### config.mk
export PLATFORM = sky130hd
export DESIGN_NAME = dcr_router
export DESIGN_NICKNAME = d
export VERILOG_FILES = /design/src/rtl/dcr_pkg.sv /design/src/rtl/dcr_cfg_regs.sv /design/src/rtl/dcr_line_sel.sv /design/src/rtl/dcr_router.sv
export SDC_FILE = /design/constraint.sdc
export NUM_CORES = 1
export LEC_CHECK = 0
export BUFFER_PORTS_ARGS = -buffer_cell sky130_fd_sc_hd__buf_2
export CORE_ASPECT_RATIO = 2
export CORE_MARGIN = 1.5
export CORE_UTILIZATION = 45
export DETAILED_ROUTE_END_ITERATION = 12
export GPL_ROUTABILITY_DRIVEN = 0
export PLACE_DENSITY = 0.75
export SYNTH_ARGS = -nofsm -noshare
export SYNTH_HDL_FRONTEND = slang
export SYNTH_SLANG_ARGS = --single-unit
export TNS_END_PERCENT = 30
### constraint.sdc
create_clock -name clk -period 5.65 [get_ports clk]
set_clock_uncertainty 0.05 [all_clocks]
set_input_delay 0 -clock clk [delete_from_list [all_inputs] [get_ports clk]]
set_output_delay 0 -clock clk [all_outputs]
set_load 0.03 [all_outputs]
### src/rtl/dcr_pkg.sv
package dcr_pkg;
  localparam int unsigned ADDR_W    = 12;
  localparam int unsigned DATA_W    = 32;
  localparam int unsigned CFG_W     = 12;
  localparam int unsigned PIN_IDX_W = 8;
  localparam logic [ADDR_W-1:0] LINE_BASE = 12'h700;
  localparam logic [2:0]        TGT_MAIN  = 3'd4;

  // bit 11 polarity, bits 10:3 pin index, bits 2:0 target code
  typedef struct packed {
    logic                 pol_hi;
    logic [PIN_IDX_W-1:0] pin;
    logic [2:0]           tgt;
  } line_cfg_t;

  function automatic logic [ADDR_W-1:0] addr_to_line(input logic [ADDR_W-1:0] a);
    logic [ADDR_W-1:0] off;
    off = a - LINE_BASE;
    return off >> 2;
  endfunction

  function automatic logic addr_hits(input logic [ADDR_W-1:0] a, input int unsigned n_lines);
    logic [ADDR_W-1:0] idx;
    idx = addr_to_line(a);
    return (a >= LINE_BASE) && (a[1:0] == 2'b00) && (32'(idx) < n_lines);
  endfunction

  function automatic logic apply_pol(input logic lvl, input logic pol_hi);
    return pol_hi ? lvl : ~lvl;
  endfunction

  function automatic logic line_fires(input logic tgt_ok, input logic in_rng,
                                      input logic dc, input logic adj);
    return tgt_ok & in_rng & dc & adj;
  endfunction
endpackage

### src/rtl/dcr_cfg_regs.sv
module dcr_cfg_regs
  import dcr_pkg::*;
#(
  parameter int unsigned NUM_LINES = 4
) (
  input  logic                            clk,
  input  logic                            rst_n,
  input  logic                            reg_we,
  input  logic [ADDR_W-1:0]               reg_addr,
  input  logic [DATA_W-1:0]               reg_wdata,
  output logic [DATA_W-1:0]               reg_rdata,
  output line_cfg_t [NUM_LINES-1:0]       cfg_o
);
  logic              addr_hit;
  logic [ADDR_W-1:0] addr_line;
  logic              unused_wdata_hi;
  line_cfg_t [NUM_LINES-1:0] cfg_q;

  assign addr_hit        = addr_hits(reg_addr, NUM_LINES);
  assign addr_line       = addr_to_line(reg_addr);
  assign unused_wdata_hi = ^reg_wdata[DATA_W-1:CFG_W];

  for (genvar n = 0; n < NUM_LINES; n++) begin : g_word
    logic wr_sel;
    assign wr_sel = reg_we && addr_hit && (addr_line == ADDR_W'(n));
    always_ff @(posedge clk or negedge rst_n) begin
      if (!rst_n)      cfg_q[n] <= '0;
      else if (wr_sel) cfg_q[n] <= line_cfg_t'(reg_wdata[CFG_W-1:0]);
    end
  end

  always_comb begin
    reg_rdata = '0;
    for (int n = 0; n < NUM_LINES; n++) begin
      if (addr_hit && (addr_line == ADDR_W'(n)))
        reg_rdata = {{(DATA_W-CFG_W){1'b0}}, cfg_q[n]};
    end
  end

  assign cfg_o = cfg_q;

  // a write that misses every line word leaves all words untouched
  a_r2_stray_write_ignored: assert property (@(posedge clk) disable iff (!rst_n)
    (reg_we && !addr_hit) |=> $stable(cfg_q));

  // reserved upper read bits stay zero
  a_r3_reserved_zero: assert property (@(posedge clk) disable iff (!rst_n)
    reg_rdata[DATA_W-1:CFG_W] == '0);
endmodule

### src/rtl/dcr_line_sel.sv
module dcr_line_sel
  import dcr_pkg::*;
#(
  parameter int unsigned NUM_PINS = 16
) (
  input  line_cfg_t             cfg_i,
  input  logic [NUM_PINS-1:0]   pin_in,
  input  logic [NUM_PINS-1:0]   pin_dc_en,
  output logic                  tgt_ok_o,
  output logic                  in_rng_o,
  output logic                  dc_o,
  output logic                  lvl_o,
  output logic                  drive_o
);
  logic adj;

  assign tgt_ok_o = (cfg_i.tgt == TGT_MAIN);
  assign in_rng_o = (32'(cfg_i.pin) < NUM_PINS);

  // explicit compare mux: an index past the last pin selects nothing
  always_comb begin
    lvl_o = 1'b0;
    dc_o  = 1'b0;
    for (int p = 0; p < NUM_PINS; p++) begin
      if (cfg_i.pin == PIN_IDX_W'(p)) begin
        lvl_o = pin_in[p];
        dc_o  = pin_dc_en[p];
      end
    end
  end

  assign adj     = apply_pol(lvl_o, cfg_i.pol_hi);
  assign drive_o = line_fires(tgt_ok_o, in_rng_o, dc_o, adj);
endmodule

### src/rtl/dcr_router.sv
module dcr_router
  import dcr_pkg::*;
#(
  parameter int unsigned NUM_PINS  = 16,
  parameter int unsigned NUM_LINES = 4
) (
  input  logic                   clk,
  input  logic                   rst_n,
  input  logic [NUM_PINS-1:0]    pin_in,
  input  logic [NUM_PINS-1:0]    pin_dc_en,
  input  logic                   reg_we,
  input  logic [11:0]            reg_addr,
  input  logic [31:0]            reg_wdata,
  output logic [31:0]            reg_rdata,
  output logic [NUM_LINES-1:0]   line_irq
);
  line_cfg_t [NUM_LINES-1:0] cfg;
  logic [NUM_LINES-1:0] tgt_ok, in_rng, sel_dc, sel_lvl, drive;

  dcr_cfg_regs #(.NUM_LINES(NUM_LINES)) regs_i (
    .clk(clk), .rst_n(rst_n), .reg_we(reg_we), .reg_addr(reg_addr),
    .reg_wdata(reg_wdata), .reg_rdata(reg_rdata), .cfg_o(cfg)
  );

  for (genvar n = 0; n < NUM_LINES; n++) begin : g_line
    dcr_line_sel #(.NUM_PINS(NUM_PINS)) sel_i (
      .cfg_i(cfg[n]), .pin_in(pin_in), .pin_dc_en(pin_dc_en),
      .tgt_ok_o(tgt_ok[n]), .in_rng_o(in_rng[n]), .dc_o(sel_dc[n]),
      .lvl_o(sel_lvl[n]), .drive_o(drive[n])
    );

    always_ff @(posedge clk or negedge rst_n) begin
      if (!rst_n) line_irq[n] <= 1'b0;
      else        line_irq[n] <= drive[n];
    end

    // only the main-processor target code lets a line fire
    a_r4_target_gate: assert property (@(posedge clk) disable iff (!rst_n)
      line_irq[n] |-> $past(cfg[n].tgt) == TGT_MAIN);
    // the selected pin's direct-connect enable was set
    a_r5_dc_enable: assert property (@(posedge clk) disable iff (!rst_n)
      line_irq[n] |-> $past(sel_dc[n]));
    // the pin index was in range
    a_r7_index_range: assert property (@(posedge clk) disable iff (!rst_n)
      line_irq[n] |-> $past(in_rng[n]));
    // polarity-adjusted level was high
    a_r6_polarity: assert property (@(posedge clk) disable iff (!rst_n)
      line_irq[n] |-> $past(sel_lvl[n] == cfg[n].pol_hi));
  end

  // reset holds every line low
  a_r1_reset_low: assert property (@(posedge clk) !rst_n |=> line_irq == '0);
endmodule

==> run metrics <==
wire length of the first global-routing pass 16900 um; clk_lat worst skew 0.29 ns; Tot GR Track Use 0.234; DP Wirelength 8100 um; grt ovf 0; fraction of final layout cells sized beyond drive strength 1 0.440; count of placed standard cells including taps 484; Crit Path Class register to register; CTS root buffer sky130_fd_sc_hd__clkbuf_16; Cell Rows 48; FF+latch count, synth 52; area occupied by multi-input gates 2420 um2; largest net degree at the start of global routing 53; Max rail drop VDD 0.000128 V; count of filler cells inserted in the layout 772; maximum clock rate 0.328 GHz; number of synthesized flops with an enable pin 0; clock slew at the register clock pins of the worst setup and hold paths 0.07 ns; Synth cell types 52; number of max-capacitance violations reported 0; via total after detailed routing 3131; YS warnings 0; NumNets Final 483; master of the slowest instance on the critical path sky130_fd_sc_hd__dfrtp_1; die area 9400 um2; combined area of all synthesized cells 3960 um2; number of antenna cells inserted 0; via count of the first global-routing pass 3234; Synth Flop Type sky130_fd_sc_hd__dfrtp_1; top library cells by usage in the layout, fill and taps aside sky130_fd_sc_hd__buf_2 (74), sky130_fd_sc_hd__mux2_2 (54), sky130_fd_sc_hd__dfrtp_1 (52); antenna violations before repair 0; IO Port Bufs 74; required time worst endpoint 5.71 ns; slew at the pin with the worst max-slew slack 1.06 ns; final setup vio count 0; commonest non-fill, non-tap cell in the layout sky130_fd_sc_hd__buf_2; largest cells by area after synthesis sky130_fd_sc_hd__dfrtp_1 (33%), sky130_fd_sc_hd__mux4_2 (19%), sky130_fd_sc_hd__mux2_2 (15%); synthesized instance count 340; Tightest Hold Check Type primary input to register; share of synthesized area occupied by flip-flops and latches 0.329; P per Cell Area 186 nW/um2; sequential standard cell area 1300 um2; Detailed Route WL 10500 um; fraction of the cycle the final worst path needs 0.539; first drt pass iteration count 6; Final Hold Fails 0; setup slack, reg-to-reg 2.60 ns; unrepaired setup endpoints after global routing no; vertical extent of the die 136 um; async set-reset flop share out of synthesis 1.00; total I/O pin count 115; Finished Layout Cells 505; final instance area 4550 um2; top cell type by total area after synthesis sky130_fd_sc_hd__dfrtp_1; Leak Pwr 0.00200 uW; core area 8590 um2; crit path time final 3.05 ns; total clock sinks 52; Post-Syn Area per Cell 11.6 um2; number of buffers added for setup after CTS 0; die outline width 69.3 um; deepest clock path buffer count 2; share of the synthesized area in the top cell type 0.329; number of remaining DRC errors 0; starting utilization of the core area 0.461; slowest cell delay on critical path 0.81 ns; Avg Vias per Cell 6.20; CTS tree built; sum of negative setup slack 0 ns; level count of the clock H-tree 2; antenna viol nets, final 0; cells traversed along the worst timing path mux4_2 -> and3b_1 -> a211oi_1 -> o32ai_1 -> xor2_1 -> a2111oi_0; cell family contributing the most delay on the critical path compound AO/OA/AOI/OAI gates; Critical Path Sink Type register; max_slew headroom 0.287; number of CTS-inserted buffers 5; Max Fanout on Critical Path 15; Setup crit start kind register; Area Growth Syn to Fin 15.0%; Final Slew Violations 0; outcome finished clean; initial drt markers 293; critical path buffer and inverter count 0; arrival time worst endpoint 3.11 ns; cell area after placement 4240 um2; WL per Instance 20.9 um
[state kept, by name, indices dropped and copies added (netlist names)]
register	count
line_irq	4
regs_i.cfg_o	48
[through the flow]
step                hold slack (ns)   util  setup slack, ns  power [uW]
detailed placement            0.102  0.494             2.61         490
global placement             0.0879  0.494             2.68         487
global route                  0.240  0.530             2.43         874
floorplan                    -0.346      -             3.46         452
finish                        0.227  0.530             2.60         846
CTS                           0.227  0.530             2.60         850
[cell usage after synthesis, drive strengths merged (4+ instances only)]
| cell | count |
|---|---|
| buf | 31 |
| nor3b | 4 |
| nand3b | 4 |
| inv | 4 |
| a21oi | 6 |
| nor4 | 5 |
| clkbuf | 19 |
| o21ai | 15 |
| mux2 | 57 |
| nor2 | 12 |
| mux4 | 33 |
| mux2i | 15 |
| nand2 | 11 |
| a31oi | 5 |
| nor2b | 20 |
| dfrtp | 52 |
[worst register-to-register path: cells and delay by family (launching register included)]
family | cells | cell delay [ns]
AO/OA/AOI/OAI | 3 | 1.07
XOR/XNOR | 1 | 0.16
flip-flops | 1 | 0.81
multiplexers | 1 | 0.60
AND/OR/NAND/NOR | 1 | 0.18
[final timing paths]
| check | start | to | depth (start not counted) |
|---|---|---|---|
| worst max register to register | regs_i.cfg_o[27] | line_irq[2] | 6 |
| worst min-delay path | reg_we | regs_i.cfg_o[15] | 4 |
| max in group asynchronous | rst_n | regs_i.cfg_o[24] | 3 |
| worst min register to register | regs_i.cfg_o[45] | regs_i.cfg_o[45] | 1 |
| worst max-delay path | regs_i.cfg_o[27] | line_irq[2] | 6 |
| min in group asynchronous | rst_n | regs_i.cfg_o[9] | 3 |
[cell families after synthesis]
kind of cell | count (synthesis) | share of synthesized area
AND/OR/NAND/NOR | 77 | 0.120
flip-flops | 52 | 0.329
XOR/XNOR | 3 | 0.00664
AO/OA/AOI/OAI | 47 | 0.0781
multiplexers | 105 | 0.388
buffers and inverters | 55 | 0.0781
other | 1 | 0.000948
[layer usage]
layer	up-vias	GRT usage	wire (um)
met1	1573	0.240	3550
met5	-	0	0
met3	41	0.0313	464
met2	142	0.428	5880
met4	0	0.168	651
li1	1375	-	-
[power breakdown]
part	total, uW	switching [uW]	internal, uW
sequential	377	3.21	374
combinational	114	65.9	48.2
clock	355	133	222
total	846	203	644
[timing repair]
| item | 4_1_cts | 5_1_grt |
|---|---|---|
| endpoints found under the hold margin | 99 | 0 |
| hold buffers | 13 | 0 |
| gates resized for setup | 0 | 0 |
[final cells by class]
| type | instances | area share |
|---|---|---|
| Clock inverter | 2 | 0.00852 |
| Clock buffer | 6 | 0.0305 |
| Multi-Input combinational cell | 252 | 0.531 |
| Inverter | 5 | 0.00440 |
| Tap cell | 100 | 0.0275 |
| Timing Repair Buffer | 88 | 0.112 |
| Sequential cell | 52 | 0.286 |
No activity file was read; power rests on OpenSTA's default activity.
